File: config.mk
export PLATFORM = sky130hd
export DESIGN_NAME = wdt_two_stage
export DESIGN_NICKNAME = d
export VERILOG_FILES = /design/src/rtl/wdt_two_stage.sv
export SDC_FILE = /design/constraint.sdc
export NUM_CORES = 1
export LEC_CHECK = 0
export ABC_AREA = 1
export CAP_MARGIN = 20
export CORE_MARGIN = 5
export CORE_UTILIZATION = 25
export CTS_BUF_LIST = sky130_fd_sc_hd__clkbuf_2
export DETAILED_ROUTE_END_ITERATION = 16
export PLACE_DENSITY = 0.43
export SYNTH_ARGS = -nofsm -noshare
export SYNTH_HDL_FRONTEND = slang
export SYNTH_SLANG_ARGS = --single-unit
File: constraint.sdc
create_clock -name clk -period 1.8 [get_ports clk]
set_input_delay 0.54 -clock clk [delete_from_list [all_inputs] [get_ports clk]]
set_output_delay 0.54 -clock clk [all_outputs]
set_load 0.01 [all_outputs]
File: src/rtl/wdt_two_stage.sv
module wdt_two_stage #(
  parameter int TO_BASE    = 12,
  parameter int TO_STEP    = 3,
  parameter int WIN_CYCLES = 512,
  parameter int RST_CYCLES = 8
) (
  input  logic       clk,
  input  logic       por_n,
  input  logic [1:0] tsel,
  input  logic       irq_en,
  input  logic       rst_en,
  input  logic       restart,
  input  logic       irq_clr,
  input  logic       src_clr,
  output logic       irq_flag,
  output logic       src_flag,
  output logic       irq,
  output logic       wd_rst_n
);
  localparam int CW = TO_BASE + 3 * TO_STEP + 1;
  localparam logic [CW-1:0] WIN_LAST = CW'(WIN_CYCLES - 1);
  localparam logic [CW-1:0] RST_LAST = CW'(RST_CYCLES - 1);

  typedef enum logic [1:0] {S_RUN, S_WIN, S_RST} st_t;

  st_t           st;
  logic [1:0]    sel_q;
  logic [CW-1:0] cnt;
  logic [CW-1:0] to_last;

  always_comb begin
    to_last = '0;
    for (int i = 0; i < 4; i++)
      if (sel_q == 2'(i)) to_last = (CW'(1) << (TO_BASE + TO_STEP * i)) - CW'(1);
  end

  wire expire  = (st == S_RUN) && !restart && (cnt == to_last);
  wire win_end = (st == S_WIN) && !restart && (cnt == WIN_LAST);
  wire rst_end = (st == S_RST) && (cnt == RST_LAST);

  always_ff @(posedge clk or negedge por_n) begin
    if (!por_n) begin
      st    <= S_RUN;
      sel_q <= 2'd0;
      cnt   <= '0;
    end else begin
      case (st)
        S_RUN: begin
          if (restart) begin
            cnt   <= '0;
            sel_q <= tsel;
          end else if (expire) begin
            cnt <= '0;
            st  <= S_WIN;
          end else cnt <= cnt + CW'(1);
        end
        S_WIN: begin
          if (restart) begin
            cnt   <= '0;
            sel_q <= tsel;
            st    <= S_RUN;
          end else if (win_end) begin
            cnt <= '0;
            st  <= rst_en ? S_RST : S_RUN;
          end else cnt <= cnt + CW'(1);
        end
        default: begin
          if (rst_end) begin
            cnt   <= '0;
            sel_q <= tsel;
            st    <= S_RUN;
          end else cnt <= cnt + CW'(1);
        end
      endcase
    end
  end

  always_ff @(posedge clk or negedge por_n) begin
    if (!por_n) begin
      irq_flag <= 1'b0;
      src_flag <= 1'b0;
    end else begin
      if (expire)       irq_flag <= 1'b1;
      else if (irq_clr) irq_flag <= 1'b0;
      if (win_end && rst_en) src_flag <= 1'b1;
      else if (src_clr)      src_flag <= 1'b0;
    end
  end

  assign irq      = irq_flag & irq_en;
  assign wd_rst_n = (st != S_RST);
endmodule

==> impl_metrics.csv <==
group,metric,value,unit
outcome,outcome,"complete, no violations",
global_route,antenna_found_initial,0,
finish,fin_area,2190,um^2
critical_path,arrival,1.20,ns
pwr,p_sw,0.285,mW
finish,fillers,740,
finish,final_cells,351,
clock_network,cts_root_buf,"clkbuf_2",
synth,ys_ff_latch,28,
global_route,grt_pass1_vias,1545,
synth,synthDistinctLibCells,24,
critical_path,r2r_cells,13,
floorplan,num_io_pins,13,
finish,final_common_cell,"nand2_1",
synth,synth_top_family_by_area,"simple AND/OR/NAND/NOR gates",
global_route,met1_usage,0.143,
pwr,comb_power_share,0.094,
clock_network,cts_sinks,28,
floorplan,die_w,92.1,um
clock_network,cts_buffers,3,
placement,hpwl,3.32,mm
clock_network,clk_pin_slew,0.32,ns
synth,synth_ff_type,"dfrtp_1",
route,drt_iter0_markers,72,
synth,synth_warnings,0,
synth,synth.yosys.seq_area_share,0.415,
floorplan,start_util,0.252,
synth,synth_compound_area_frac,0.0467,
synth,syn_area_per_cell,7.30,um^2
global_route,grt-busiest-layer,"met2",
sta,worst_pin_slew,0.377,ns
route,vias,1536,
sta,slew_violations,0,
floorplan,fp-row-count,30,
sta,setup_tns,0,ns
pwr,seqPwrFrac,0.558,
sta,max_freq,574,MHz
synth,syn_area,1690,um^2
synth,synthAdderAreaFrac,0.00742,
pwr,p_int,0.885,mW
global_route,grt_pass1_wl,7.39,mm
route,drt-pass1-iter-count,4,
pwr,powerDensity,535,nW/um^2
clock_network,htreeDepth,1,
pwr,total_power,1.17,mW
clock_network,clk-insertion-delay-late,0.40,ns
finish,layout_common_cells,"56 x nand2_1, 35 x nor2_1, 25 x inv_1, 25 x dfrtp_1, 23 x buf_4",
global_route,grt_use_met3,0.0287,
critical_path,critical_path_required,1.26,ns
placement,dpl_cell_area,2070,um^2
critical_path,critical_path_class,"input pin to output port",
finish,finalNetCount,282,
global_route,grt_use_total,0.108,
route,drcViolationCount,0,
synth,synthArstFlopShare,1.00,
synth,yosys-mux-area-fraction,0,
pwr,p_leak,1.04,nW
route,detail-route-antenna-nets,0,
floorplan,die_y,92.1,um
clock_network,ctsHoldBuffers,0,
worst_hold_path,hold_class,"input pin to asynchronous set/reset pin",
pwr,pwr-share-clk,0.348,
placement,port_buffers,12,
sta,setup_viol,0,
finish,utilization,0.328,
route,wl,4.26,mm
synth,synth_edf_count,0,
critical_path,crit_path_end_kind,"output port",
finish,layout-drive-gt1-share,0.244,
sta,finalHoldViolCount,0,
global_route,use_met2,0.183,
finish,regArea,704,um^2
finish,multi_input_area,895,um^2
synth,yosys.area_share.simple,0.392,
global_route,grt-ovfl-total,0,
floorplan,core_area,6680,um^2
sta,maxSlewHeadroom,0.749,
critical_path,cp-start-kind,"input pin",
synth,syn-num-nets,241,
finish,antenna_cells_inserted,0,
critical_path,cp_max_fo,1,
clock_network,tritoncts,"built",
pwr,power.share.switching,0.243,
route,viasPerCell,4.38,
clock_network,clk_path_buf_depth,2,
route,wl_per_cell,12.1,um
finish,area_growth,29.7,%
sta,min_period,1.74,ns
global_route,grt_start_max_net_pins,29,
sta,clock_skew,0.0273,ns
placement,dpl.cell_count,342,
synth,synth_xor_area_frac,0.0623,
synth,synth_cells,231,
job,max_cap_violations,0,
sta,period_share,0.968,
placement,gp_congestion,0.802,
floorplan,die_area,8490,um^2
pwr,vdd_drop_max,0.000278,V
==> final timing paths <==
path                       slack (ns)        to     start
setup / recovery                 0.06       irq    irq_en
hold reg to reg                  0.56  src_flag  src_flag
setup reg to reg                 0.10    cnt[5]    cnt[1]
max in group asynchronous        1.03    cnt[3]     por_n
min in group clk                 0.56  src_flag  src_flag
hold / removal                   0.46  src_flag     por_n
==> flip-flops by register name, indices dropped and copies added, names as in the netlist <==
signal and count:
st 2, irq_flag 1, cnt 22, src_flag 1, sel_q 2
==> cell usage after synthesis, types with 2 or more instances <==
master | count | area (um^2)
dfrtp_1 | 28 | 701
nand3_1 | 19 | 95.1
nor2_1 | 38 | 143
nand2_2 | 4 | 25.0
nand2_1 | 57 | 214
o21ai_0 | 9 | 45.0
inv_2 | 4 | 15.0
xnor2_1 | 2 | 17.5
nor3_1 | 4 | 20.0
nand4_1 | 5 | 31.3
nand2_4 | 2 | 22.5
nor2_2 | 13 | 81.3
nor2_4 | 2 | 22.5
xor2_1 | 10 | 87.6
inv_1 | 25 | 93.8
==> power by group through the flow <==
| stage | Combinational [mW] | Clock (mW) | Sequential, mW |
|---|---|---|---|
| 2_1_floorplan | 0.0477 | 0 | 0.659 |
| 6_report | 0.110 | 0.407 | 0.653 |
| 4_1_cts | 0.109 | 0.428 | 0.650 |
| 3_3_place_gp | 0.105 | 0 | 0.659 |
| 5_1_grt | 0.127 | 0.450 | 0.655 |
| 3_5_place_dp | 0.105 | 0 | 0.660 |
==> per-layer routing <==
layer / routed length (um) / vias to the layer above
met4: 19 / 0
met1: 2080 / 703
met3: 174 / 2
met2: 1990 / 23
li1: - / 808
met5: 0 / -
==> repair_timing <==
item                                   CTS  global route
buffers inserted                         3             3
setup endpoints to repair               12            22
endpoints found under the hold margin    0             0
pin swaps                                0             2
resized for setup                       10            15
==> worst max-delay path: stages <==
cell	delay, ns
clkdlybuf4s50_1	0.46
nand2_1	0.05
inv_1	0.06
buf_6	0.10
==> cell families after synthesis <==
logic type / count (synthesis)
simple gates: 145
buf+inv: 31
flops: 28
compound gates: 14
xor+xnor: 12
fa+ha+maj: 1
==> stage by stage <==
step / hold slack (ns) / setup slack, ns
after floorplan: 0.244 / 0.136
after global placement: 0.493 / -0.346
after detailed placement: 0.494 / -0.364
after CTS: 0.456 / 0.00809
after global routing: 0.447 / -0.0180
final: 0.455 / 0.0574
==> cell type report <==
cell class,count,area share
clock buffer,3,0.00686
clock inverter,1,0.0137
inverter,30,0.0537
multi-input combinational,172,0.409
sequential,28,0.322
tap,80,0.0457
timing repair buffer,37,0.149
Power figures use the tool's default switching activity.
